$ cat src/rtl/rxq_pkg.sv
package rxq_pkg;
    localparam int CHAR_W = 8;
    localparam int CTL_W  = 8;

    localparam int CTL_EN_BIT    = 0;
    localparam int CTL_RXCLR_BIT = 1;
    localparam int CTL_TXCLR_BIT = 2;
    localparam int CTL_TRIG_LO   = 6;

    localparam int TRIG_L0 = 1;
    localparam int TRIG_L1 = 4;
    localparam int TRIG_L2 = 8;
    localparam int TRIG_L3 = 14;

    typedef enum logic [1:0] {
        TRIG_ONE      = 2'b00,
        TRIG_FOUR     = 2'b01,
        TRIG_EIGHT    = 2'b10,
        TRIG_FOURTEEN = 2'b11
    } trig_sel_e;

    typedef struct packed {
        logic              brk;
        logic              ferr;
        logic              perr;
        logic [CHAR_W-1:0] ch;
    } rxq_entry_t;

    function automatic int trig_level(trig_sel_e s);
        case (s)
            TRIG_ONE:   return TRIG_L0;
            TRIG_FOUR:  return TRIG_L1;
            TRIG_EIGHT: return TRIG_L2;
            default:    return TRIG_L3;
        endcase
    endfunction

    function automatic logic entry_bad(rxq_entry_t e);
        return e.perr | e.ferr | e.brk;
    endfunction
endpackage

$ cat src/rtl/rxq_ctl.sv
module rxq_ctl
    import rxq_pkg::*;
(
    input  logic             clk,
    input  logic             rst,
    input  logic             wr,
    input  logic [CTL_W-1:0] wdata,
    output logic             en,
    output trig_sel_e        trig,
    output logic             rx_flush,
    output logic             tx_flush
);
    logic      en_q;
    trig_sel_e trig_q;
    logic      txf_q;
    logic      en_flip;

    always_comb begin
        en_flip  = wr && (wdata[CTL_EN_BIT] != en_q);
        rx_flush = en_flip || (wr && wdata[CTL_RXCLR_BIT]);
    end

    always_ff @(posedge clk) begin
        if (rst) begin
            en_q   <= 1'b0;
            trig_q <= TRIG_ONE;
            txf_q  <= 1'b0;
        end else begin
            txf_q <= en_flip || (wr && wdata[CTL_TXCLR_BIT]);
            if (wr) begin
                en_q   <= wdata[CTL_EN_BIT];
                trig_q <= trig_sel_e'(wdata[CTL_TRIG_LO +: 2]);
            end
        end
    end

    assign en       = en_q;
    assign trig     = trig_q;
    assign tx_flush = txf_q;

    assert_txclr_pulse_R4: assert property (@(posedge clk) disable iff (rst)
        (wr && wdata[CTL_TXCLR_BIT]) |=> tx_flush);
    assert_enflip_pulse_R3: assert property (@(posedge clk) disable iff (rst)
        (wr && (wdata[CTL_EN_BIT] != en)) |=> tx_flush);
endmodule

$ cat src/rtl/rxq_store.sv
module rxq_store
    import rxq_pkg::*;
#(
    parameter int DEPTH = 16,
    localparam int PTR_W = $clog2(DEPTH),
    localparam int CNT_W = $clog2(DEPTH + 1)
) (
    input  logic             clk,
    input  logic             rst,
    input  logic             flush,
    input  logic             push_req,
    input  rxq_entry_t       push_entry,
    input  logic             pop_req,
    output rxq_entry_t       head,
    output logic [CNT_W-1:0] count,
    output logic             push_ok,
    output logic             pop_ok
);
    rxq_entry_t       mem [DEPTH];
    logic [PTR_W-1:0] wr_ptr;
    logic [PTR_W-1:0] rd_ptr;
    logic [CNT_W-1:0] cnt;

    function automatic logic [PTR_W-1:0] bump(logic [PTR_W-1:0] p);
        return (p == PTR_W'(DEPTH - 1)) ? '0 : p + 1'b1;
    endfunction

    always_comb begin
        pop_ok  = !flush && pop_req && (cnt != '0);
        push_ok = !flush && push_req && ((cnt != CNT_W'(DEPTH)) || pop_ok);
    end

    always_ff @(posedge clk) begin
        if (rst || flush) begin
            wr_ptr <= '0;
            rd_ptr <= '0;
            cnt    <= '0;
        end else begin
            if (push_ok) wr_ptr <= bump(wr_ptr);
            if (pop_ok)  rd_ptr <= bump(rd_ptr);
            case ({push_ok, pop_ok})
                2'b10:   cnt <= cnt + 1'b1;
                2'b01:   cnt <= cnt - 1'b1;
                default: cnt <= cnt;
            endcase
        end
    end

    always_ff @(posedge clk) begin
        if (push_ok) mem[wr_ptr] <= push_entry;
    end

    assign head  = mem[rd_ptr];
    assign count = cnt;

    assert_no_overflow_R1: assert property (@(posedge clk) disable iff (rst)
        count <= CNT_W'(DEPTH));
    assert_level_step_R2: assert property (@(posedge clk) disable iff (rst)
        (push_ok && !pop_ok) |=> (count == $past(count) + 1'b1));
    assert_flush_empty_R4: assert property (@(posedge clk) disable iff (rst)
        flush |=> (count == '0));
endmodule

$ cat src/rtl/rxq_idle.sv
module rxq_idle #(
    parameter int TO_CHARS = 4,
    localparam int IC_W = $clog2(TO_CHARS + 1)
) (
    input  logic clk,
    input  logic rst,
    input  logic clear,
    input  logic nonempty,
    input  logic tick,
    output logic timeout
);
    logic [IC_W-1:0] idle_cnt;

    always_ff @(posedge clk) begin
        if (rst || clear || !nonempty) begin
            idle_cnt <= '0;
        end else if (tick && (idle_cnt != IC_W'(TO_CHARS))) begin
            idle_cnt <= idle_cnt + 1'b1;
        end
    end

    assign timeout = (idle_cnt == IC_W'(TO_CHARS));

    assert_timeout_clear_R8: assert property (@(posedge clk) disable iff (rst)
        clear |=> !timeout);
endmodule

$ cat src/rtl/rxq_trig.sv
module rxq_trig
    import rxq_pkg::*;
#(
    parameter int DEPTH    = 16,
    parameter int TO_CHARS = 4,
    localparam int CNT_W   = $clog2(DEPTH + 1)
) (
    input  logic              clk,
    input  logic              rst,
    input  logic              rx_push,
    input  logic [CHAR_W-1:0] rx_char,
    input  logic              rx_perr,
    input  logic              rx_ferr,
    input  logic              rx_brk,
    input  logic              buf_pop,
    input  logic              stat_rd,
    input  logic              char_tick,
    input  logic              ctl_wr,
    input  logic [CTL_W-1:0]  ctl_data,
    output logic [CHAR_W-1:0] head_char,
    output logic              head_perr,
    output logic              head_ferr,
    output logic              head_brk,
    output logic [CNT_W-1:0]  fill_level,
    output logic              data_ready,
    output logic              overrun,
    output logic              any_err,
    output logic              rx_avail,
    output logic              rx_timeout,
    output logic              tx_flush
);
    logic       en;
    trig_sel_e  trig;
    logic       rx_flush;
    logic       push_req;
    logic       push_ok;
    logic       pop_ok;
    rxq_entry_t in_entry;
    rxq_entry_t head;
    logic       ovf;
    logic       ovr_q;
    logic [CNT_W-1:0] err_cnt;

    rxq_ctl u_ctl (
        .clk      (clk),
        .rst      (rst),
        .wr       (ctl_wr),
        .wdata    (ctl_data),
        .en       (en),
        .trig     (trig),
        .rx_flush (rx_flush),
        .tx_flush (tx_flush)
    );

    always_comb begin
        in_entry.ch   = rx_char;
        in_entry.perr = rx_perr;
        in_entry.ferr = rx_ferr;
        in_entry.brk  = rx_brk;
        push_req      = rx_push && en;
    end

    rxq_store #(.DEPTH(DEPTH)) u_store (
        .clk        (clk),
        .rst        (rst),
        .flush      (rx_flush),
        .push_req   (push_req),
        .push_entry (in_entry),
        .pop_req    (buf_pop),
        .head       (head),
        .count      (fill_level),
        .push_ok    (push_ok),
        .pop_ok     (pop_ok)
    );

    rxq_idle #(.TO_CHARS(TO_CHARS)) u_idle (
        .clk      (clk),
        .rst      (rst),
        .clear    (push_ok || pop_ok || rx_flush),
        .nonempty (fill_level != '0),
        .tick     (char_tick),
        .timeout  (rx_timeout)
    );

    assign ovf = push_req && !push_ok && !rx_flush;

    always_ff @(posedge clk) begin
        if (rst) begin
            ovr_q <= 1'b0;
        end else if (ovf) begin
            ovr_q <= 1'b1;
        end else if (stat_rd) begin
            ovr_q <= 1'b0;
        end
    end

    always_ff @(posedge clk) begin
        if (rst || rx_flush) begin
            err_cnt <= '0;
        end else begin
            case ({push_ok && entry_bad(in_entry), pop_ok && entry_bad(head)})
                2'b10:   err_cnt <= err_cnt + 1'b1;
                2'b01:   err_cnt <= err_cnt - 1'b1;
                default: err_cnt <= err_cnt;
            endcase
        end
    end

    always_comb begin
        head_char  = head.ch;
        head_perr  = head.perr;
        head_ferr  = head.ferr;
        head_brk   = head.brk;
        data_ready = (fill_level != '0);
        overrun    = ovr_q;
        any_err    = (err_cnt != '0);
        rx_avail   = (int'(fill_level) >= trig_level(trig));
    end

    assert_overrun_set_R6: assert property (@(posedge clk) disable iff (rst)
        (rx_push && en && (fill_level == CNT_W'(DEPTH)) && !buf_pop && !rx_flush) |=> overrun);
    assert_err_empty_R7: assert property (@(posedge clk) disable iff (rst)
        (fill_level == '0) |-> !any_err);
    assert_disabled_hold_R3: assert property (@(posedge clk) disable iff (rst)
        (!en && !ctl_wr && !buf_pop) |=> $stable(fill_level));
endmodule

$ cat config.mk
export PLATFORM = sky130hd
export DESIGN_NAME = rxq_trig
export DESIGN_NICKNAME = d
export VERILOG_FILES = /design/src/rtl/rxq_pkg.sv /design/src/rtl/rxq_ctl.sv /design/src/rtl/rxq_store.sv /design/src/rtl/rxq_idle.sv /design/src/rtl/rxq_trig.sv
export SDC_FILE = /design/constraint.sdc
export NUM_CORES = 1
export LEC_CHECK = 0
export BUFFER_PORTS_ARGS = -buffer_cell sky130_fd_sc_hd__buf_2
export CAP_MARGIN = 20
export CORE_MARGIN = 8
export CORE_UTILIZATION = 45
export CTS_CLUSTER_DIAMETER = 50
export DETAILED_ROUTE_END_ITERATION = 12
export PLACE_DENSITY = 0.6
export SLEW_MARGIN = 5
export SYNTH_ARGS = -nofsm -noshare
export SYNTH_HDL_FRONTEND = slang
export SYNTH_SLANG_ARGS = --single-unit
$ cat constraint.sdc
create_clock -name clk -period 4.1 [get_ports clk]
set_input_delay 0.205 -clock clk [delete_from_list [all_inputs] [get_ports clk]]
set_output_delay 0.205 -clock clk [all_outputs]
set_load 0.02 [all_outputs]
==> run metrics, run 1 <==
status=complete, no violations; Slew headroom=0.4158; final cycle utilization of the critical path=0.9023; Fin Setup TNS=0 ns; Final Cell Area=9698 um2; CTS tree=yes; RD Place Congestion=roughly 0.76; final setup margin=between 0.4 and 0.5 ns; core area=18520 um2; Clock Latency Late Sink=0.52 ns; type of the worst setup path=reg2reg; Max H-tree Level=1; post-synthesis sequential area ratio=0.7015; die width=152.6 um; Reg2Reg Setup Slack=0.40 ns; share of the synthesized area in the top cell type=0.6299; RSZ-0062 raised after global routing=no; clk_skew=0.02372 ns; top cells by area, synth=edfxtp_1 (63%), mux4_2 (14%), dfxtp_1 (7.2%), ha_1 (3.0%), nor2_1 (1.3%); Yosys reg bits=206; count leader, synth=edfxtp_1; Post-Place Worst Slack=roughly 0.42 ns; Clock Pin Slew Worst Setup and Hold Paths=0.06 ns; HP Class=in2reg; adder and majority gate portion of the synthesized area=0.03460; P&R area growth vs syn=15.58%; Hold Path Sink=u_ctl.tx_flush$_SDFF_PP0_; Unique masters post-synth=42; DR iter-0 viols=226; CP max FO=13; IO Port Bufs=44; Avg Synthesized Cell Area=17.93 um2; simple-gate share of the synthesized area=0.06159; Critical Path AT=about 4.1 ns; Rows=50; reg2reg path depth=11; CTS Hold Bufs=8; cell taking the most area after synthesis=edfxtp_1; Critical Path Source Type=flip-flop; nets@finish=approximately 580; clk root buf=clkbuf_16; Syn Nets=516; Fin Hold WS=0.02772 ns; DP HPWL=10280 um; first-pass GRT wire length=roughly 26000 um; final hold violations=0; DR DRC count=0; Post-CTS Repair Setup Buffers=0; Num CTS Buffers=24; diode count=0; largest family of logic cells by synthesized area=multiplexers; CTS resizes=0; Bufs on Longest Clock Path=3; Gate Count Post-Synth=468; Tmin final=~3.7 ns; Ports=48; leak pwr=3.248 nW; largest net degree at the start of global routing=19; yosys warns=0; initial antenna violation count=0; Die ar.=23270 um2; CP Capture Type=flip-flop; Reg-to-Reg End=err_cnt[4]$_SDFFE_PP0P_; filler cell count=1515; Hold Crit Start=ctl_wr; total congestion overflow=0; WP data required=about 4.5 ns; async set-reset flop share out of synthesis=0; post-synthesis cell area=8391 um2; Pre-Repair DR Iteration Count=4; Power Dens Cells=451.2 nW/um2; Final Slew Violations=0; synth cell count leaders=edfxtp_1 (176), mux4_2 (53), dfxtp_1 (30), nor2_1 (29), ha_1 (20); vias=4291; Initial Util=0.4531; Max Freq=270.3 MHz; Die Span Y=152.6 um; final antenna-violating net count=0; vias in the first global route=approximately 4700; Sinks on Clock Net=between 200 and 250; Compound-Gate Fraction of Synth Area=0.02431; vias per cell=5.452; gr usage total=0.1448; wire per inst=21.25 um; mux contribution to synthesized area=0.1482; Top FF cell, synth=edfxtp_1; Placed Area=between 8000 and 9000 um2; Worst Tran Pin Value=0.8763 ns; setup violation total in the final timing report=0; Max VDD drop=0.2719 mV; total wire length=16720 um; post-synthesis xor/xnor area fraction=0.009395; EDFF count, synth=176; Hold Crit Depth=2; MaxCap Viol Count=0; layout cell share with drive strength beyond 1=0.2676
logic make-up after synthesis:
| group | after synthesis |
|---|---|
| compound gates | 35 |
| xor+xnor | 9 |
| fa+ha+maj | 22 |
| buf+inv | 37 |
| flops | 206 |
| mux | 58 |
| simple gates | 101 |
per-layer routing:
metal	global-route usage	share of wire	up-vias
met5	0	0	-
met4	0.03864	0.018	0
met3	0.03148	0.046	25
met2	0.2609	0.52	77
met1	0.1725	0.42	2204
li1	-	-	1985
sequential cells by signal, indices dropped and copies added (netlist names), named ones only:
register	count
u_store.mem	176
err_cnt	5
u_store.count	5
u_store.rd_ptr	4
u_store.wr_ptr	4
u_idle.idle_cnt	3
u_ctl.trig	2
overrun	1
u_ctl.en	1
u_ctl.tx_flush	1
critical path, cell delays in order (launching register included):
cell and delay [ns]:
dfxtp_2 0.59, mux4_2 0.59, mux4_2 0.50, nor3_1 0.23, nor2_1 0.07, ha_1 0.26, ha_1 0.32, nor2b_1 0.21
o21ai_1 0.09, and3_1 0.19, or4_1 0.39, a21oi_1 0.15
how the worst max path moves through the flow:
stage	startpoint	end	slack, ns	depth (start not counted)
floorplan	flip-flop	err_cnt[4]$_SDFFE_PP0P_	0.74	14
global placement	flip-flop	err_cnt[4]$_SDFFE_PP0P_	0.50	11
detailed placement	flip-flop	err_cnt[4]$_SDFFE_PP0P_	0.42	11
CTS	flip-flop	err_cnt[4]$_SDFFE_PP0P_	0.40	11
global route	flip-flop	err_cnt[4]$_SDFFE_PP0P_	0.12	11
finish	flip-flop	err_cnt[4]$_SDFFE_PP0P_	0.40	11
where the power goes:
group	leakage (nW)	internal, mW	switching (mW)	total [mW]
combinational	1.06	0.0439	0.0710	0.115
clock	0.364	1.14	0.834	1.98
sequential	1.83	2.28	0.00525	2.28
total	3.25	3.47	0.910	4.38
metrics by stage:
step	power [mW]	utilization	cells
2_1_floorplan	2.387	-	468
3_3_place_gp	2.432	0.4793	736
3_5_place_dp	2.438	0.4793	736
4_1_cts	4.422	0.5237	787
5_1_grt	4.514	0.5237	787
6_report	4.376	0.5237	787
area by class of cell:
class,instances,area (um2),share of cell area
inverter,18,67.56,0.006967
clock inverter,17,135.1,0.01393
multi-input combinational,225,2338,0.2411
timing repair buffer,61,367.9,0.03793
tap,234,292.8,0.03019
sequential,206,5888,0.6071
clock buffer,26,608.1,0.06270
cells in the final DEF, fill, tap and decap left out, types with 9 or more instances in the layout:
cell,count
inv_1,16
clkbuf_16,24
dfxtp_1,28
buf_4,9
nor2_1,29
mux4_2,53
a21oi_1,19
nand3_1,10
nor2b_1,9
edfxtp_1,176
nand2_1,16
ha_1,20
and3_1,10
buf_2,44
No activity file was read; power rests on OpenSTA's default activity.
==> run 2: changes to the inputs <==
==> constraint.sdc (replaced) <==
create_clock -name clk -period 4.1 [get_ports clk]
set_input_delay 0.615 -clock clk [delete_from_list [all_inputs] [get_ports clk]]
set_output_delay 0.615 -clock clk [all_outputs]
set_load 0.02 [all_outputs]
==> run metrics, run 2 (same netlist as run 1, synthesis figures left out) <==
layout cell share with drive strength beyond 1=0.2606; grt peak-use layer=met2; first-pass GRT wire length=about 26000 um; most frequent cells in the layout=edfxtp_1 (176), mux4_2 (53), buf_2 (44); leak pwr=around 3.2 nW; clk_skew=0.009989 ns; wire per inst=between 20 and 25 um; DP HPWL=10210 um; GR Util met1=0.1683; CTS Hold Bufs=0; Hold Crit Depth=2; HP Class=in2reg; CTS resizes=0; diode count=0; MaxCap Viol Count=0; switching pwr=0.8504 mW; final cycle utilization of the critical path=0.8954; final hold violations=0; Max VDD drop=approximately 0.24 mV; cell-internal power=between 3 and 4 mW; vias in the first global route=approximately 4600; Final Slew Violations=0; nets@finish=575; met3 usage=0.03091; IO Port Bufs=44; CP max FO=13; core area=18520 um2; final antenna-violating net count=0; largest net degree at the start of global routing=25; M2 GR Usage=0.2648; vias=about 4200; Die Span Y=152.6 um; CTS tree=yes; reg2reg path depth=13; Ports=48; register share of total power=0.503; Clock power frac=0.472; switching part of the total=0.1875; die width=152.6 um; Pre-Repair DR Iteration Count=5; Worst Tran Pin Value=around 0.82 ns; total congestion overflow=0; biggest regs=u_store.mem: 176 flops, err_cnt: 5 flops, u_store.count: 5 flops; setup violation total in the final timing report=0; gr usage total=0.1452; Comb pwr share=0.024; RSZ-0062 raised after global routing=no; Rows=50; Tmin final=3.671 ns; RD Place Congestion=slightly below 0.8; Bufs on Longest Clock Path=3; Clock Pin Slew Worst Setup and Hold Paths=0.05 ns; total wire length=around 17000 um; commonest non-fill, non-tap cell in the layout=edfxtp_1; Initial Util=0.4531; initial antenna violation count=0; Critical Path AT=4.09 ns; Slew headroom=0.4525; Biggest register=u_store.mem; vias per cell=roughly 5.4; Num CTS Buffers=24; Power Dens Cells=468.7 nW/um2; Critical Path Source Type=flip-flop; type of the worst setup path=reg2reg; Sinks on Clock Net=206; Post-Layout Cell Count=779; Max Freq=272.4 MHz; clk root buf=clkbuf_16; Die ar.=between 20000 and 25000 um2; dpl cells=735; Post-CTS Repair Setup Buffers=0; Fin Setup TNS=0 ns; filler cell count=1491; DR DRC count=0; status=complete, no violations; DR iter-0 viols=186; Clock Latency Late Sink=approximately 0.50 ns; P&R area growth vs syn=15.33%; CP Capture Type=flip-flop; Max H-tree Level=1; WP data required=between 4 and 5 ns; max reg flops=around 180
==> run 2: layout make-up <==
cell class              count  area, um2  area share
clock buffers              33      655.6     0.06775
inverters                  18      67.56    0.006982
flip-flops and latches    206       5888      0.6085
well taps                 234      292.8     0.03026
repair buffers             52      280.3     0.02896
clock inverters            11      153.9     0.01590
multi-input cells         225       2338      0.2417
==> run 2: stage by stage <==
stage / instance area (um2) / setup WS, ns / hold slack (ns) / utilization / power (mW)
after floorplan: 8391 / 0.7379 / 0.4526 / - / 2.387
after global placement: 8867 / 0.4309 / 0.4808 / 0.4789 / 2.432
after detailed placement: 8867 / 0.3774 / 0.4766 / 0.4789 / 2.439
after CTS: 9677 / 0.3450 / 0.3495 / 0.5226 / 4.589
after global routing: 9677 / 0.09910 / 0.3615 / 0.5226 / 4.687
final: 9677 / 0.4289 / 0.3709 / 0.5226 / 4.535
==> run 2: final timing paths <==
path	from	to	slack, ns
worst min register to register	err_cnt[4]$_SDFFE_PP0P_	err_cnt[4]$_SDFFE_PP0P_	0.48
worst max register to register	flip-flop	err_cnt[4]$_SDFFE_PP0P_	0.43
worst min-delay path	rst	overrun$_SDFFE_PP0P_	0.37
worst max-delay path	flip-flop	err_cnt[4]$_SDFFE_PP0P_	0.43
==> run 2: layer usage <==
layer	up-vias	part of all wire
li1	1969	-
met3	23	0.055
met4	0	0.017
met1	2157	0.41
met2	85	0.52
met5	-	0
==> run 2: power by group through the flow <==
stage / Combinational (mW) / Clock [mW] / Sequential, mW
finish: 0.110 / 2.14 / 2.28
global route: 0.123 / 2.28 / 2.28
CTS: 0.112 / 2.19 / 2.28
detailed placement: 0.112 / 0 / 2.33
global placement: 0.105 / 0 / 2.33
floorplan: 0.0596 / 0 / 2.33
==> run 2: worst max-delay path, cell delays in order, from the launching register on <==
cell and delay, ns:
dfxtp_2 0.61, buf_4 0.32, mux4_2 0.52, nand3_1 0.10, nand3_1 0.12, nor3_1 0.25
nor2_1 0.07, ha_1 0.27, ha_1 0.32, nor2b_1 0.19, o21ai_1 0.09, and3_1 0.19
or4_1 0.40, a21oi_1 0.14
==> run 3: changes to the inputs <==
- ABC_AREA: not set -> 1
==> run metrics, run 3 <==
Fin Setup TNS=0 ns; filler cell count=~1700; Syn Nets=824; Post-Place Worst Slack=0.9487 ns; Max H-tree Level=1; Num CTS Buffers=23; cell-internal power=about 3.5 mW; vias in the first global route=5968; post-synthesis cell area=between 8000 and 9000 um2; total wire length=~20000 um; type of the worst setup path=reg2out; FF/Latch Area=just under 6000 um2; Power Dens Cells=442.3 nW/um2; Comb pwr share=0.054; Final Slew Violations=0; total congestion overflow=0; Die Span Y=156.1 um; Die ar.=24370 um2; share of the synthesized area in the top cell type=0.5983; initial antenna violation count=0; largest net degree at the start of global routing=47; first-pass GRT wire length=approximately 32000 um; most frequent cells in the layout=edfxtp_1 (176), nor2_1 (112), nand2_1 (104); Max VDD drop=0.2615 mV; multi-input combinational cell area=2499 um2; crit-path cells=inv_2 -> buf_4 -> o21ai_0 -> o221ai_1 -> nand3_1 -> nand2_1 -> buf_2; count leader, synth=edfxtp_1; Clock Latency Late Sink=about 0.49 ns; clk_skew=0.005501 ns; Max Freq=310.1 MHz; final cycle utilization of the critical path=0.7866; Clock Pin Slew Worst Setup and Hold Paths=roughly 0.050 ns; HP Class=in2reg; P&R area growth vs syn=14.36%; Slew headroom=0.4049; DR DRC count=0; DP HPWL=12600 um; Yosys reg bits=206; biggest regs=u_store.mem: 176 flops, err_cnt: 5 flops, u_store.count: 5 flops; commonest non-fill, non-tap cell in the layout=edfxtp_1; top cells by area, synth=edfxtp_1 (60%), dfxtp_1 (6.8%), nor2_1 (4.8%), nand2_1 (4.4%), o21ai_0 (4.4%); synth cell count leaders=edfxtp_1 (176), nor2_1 (112), nand2_1 (104), o21ai_0 (77), inv_1 (66); gr usage total=0.1678; Sinks on Clock Net=206; core area=19330 um2; EDFF count, synth=between 150 and 200; switching part of the total=0.2128; Hold Crit Start=rst; vias=about 6000; CP Capture Type=output pin; Avg Synthesized Cell Area=11.38 um2; leak pwr=3.777 nW; setup violation total in the final timing report=0; register share of total power=0.513; diode count=0; crit-path max cell delay=0.50 ns; CTS tree=yes; layout cell share with drive strength beyond 1=0.1425; Post-CTS Repair Setup Buffers=0; WP data required=3.48 ns; status=complete, no violations; Worst Tran Pin Value=0.8893 ns; final setup margin=~0.9 ns; Clock power frac=0.432; final antenna-violating net count=0; MaxCap Viol Count=0; Bufs on Longest Clock Path=3; Ports=48; IO Port Bufs=between 40 and 50; Pre-Repair DR Iteration Count=5; Rows=51; async set-reset flop share out of synthesis=0; Tmin final=3.225 ns; post-synthesis sequential area ratio=0.6663; RD Place Congestion=about 0.8; Unique masters post-synth=36; cell taking the most area after synthesis=edfxtp_1; DR iter-0 viols=approximately 480; wire per inst=18.18 um; RSZ-0062 raised after global routing=no; CP max FO=46; Gate Count Post-Synth=slightly below 800; Critical Path AT=2.61 ns; Critical Path Source Type=flip-flop; switching pwr=0.9510 mW; nets@finish=881; die width=156.1 um; Initial Util=0.4569; vias per cell=5.310; Top FF cell, synth=edfxtp_1; Biggest register=u_store.mem; yosys warns=0; CTS Hold Bufs=0; CTS resizes=0; clk root buf=clkbuf_16; max reg flops=176; CP max stage cell=buf_4; final hold violations=0
-- run 3: cell types whose count changed after synthesis, sizes merged, moves of 12 or more --
| cell | change |
|---|---|
| o21ai | +75 |
| nand2 | +94 |
| mux4 | -53 |
| nand3 | +37 |
| inv | +53 |
| o221ai | +23 |
| o211ai | +12 |
| nor2 | +87 |
-- run 3: layer usage --
metal / track usage / wire length [um] / vias to the layer above
li1: - / - / 2843
met1: 0.2122 / 8794 / 2868
met2: 0.2841 / 9781 / 168
met3: 0.03296 / 1152 / 36
met4: 0.05492 / 526 / 0
met5: 0 / 0 / -
-- run 3: critical path: cells and delay by family (launching register included) --
| kind | cells | cell delay (ns) |
|---|---|---|
| buf+inv | 3 | 1.06 |
| compound gates | 2 | 0.34 |
| flops | 1 | 0.46 |
| simple gates | 2 | 0.25 |
-- run 3: per-stage QoR --
stage	utilization	total power [mW]	hold WS [ns]	instance area, um2	cells
2_1_floorplan	-	2.492	0.4516	8833	776
4_1_cts	0.5225	4.517	0.2831	10100	1114
3_3_place_gp	0.4857	2.573	0.4504	9392	1073
5_1_grt	0.5225	4.622	0.3091	10100	1114
6_report	0.5225	4.469	0.3103	10100	1114
3_5_place_dp	0.4857	2.583	0.4733	9392	1073
-- run 3: final cells by class --
type,instances,area share
clock inverters,11,0.01078
flip-flops and latches,206,0.5827
well taps,265,0.03282
clock buffers,30,0.05957
inverters,71,0.02712
repair buffers,68,0.03963
multi-input cells,463,0.2473
-- run 3: logic make-up after synthesis --
group	after synthesis	share of synthesized area
simple gates	281	0.1391
flops	206	0.6663
compound gates	152	0.1024
buf+inv	107	0.05142
fa+ha+maj	22	0.03286
xor+xnor	8	0.007932
-- run 3: worst paths after layout --
| kind | endpoint | slack, ns | cells after the start |
|---|---|---|---|
| worst max-delay path | head_char[0] | 0.87 | 7 |
| worst min register to register | overrun$_SDFFE_PP0P_ | 0.48 | 2 |
| worst max register to register | err_cnt[4]$_SDFFE_PP0P_ | 0.91 | 20 |
| worst min-delay path | overrun$_SDFFE_PP0P_ | 0.31 | 2 |
-- run 3: power by group through the flow --
| stage | clock network [mW] | logic, mW | registers [mW] |
|---|---|---|---|
| 2_1_floorplan | 0 | 0.154 | 2.34 |
| 3_3_place_gp | 0 | 0.236 | 2.34 |
| 3_5_place_dp | 0 | 0.245 | 2.34 |
| 4_1_cts | 1.98 | 0.246 | 2.29 |
| 5_1_grt | 2.06 | 0.272 | 2.29 |
| 6_report | 1.93 | 0.243 | 2.29 |
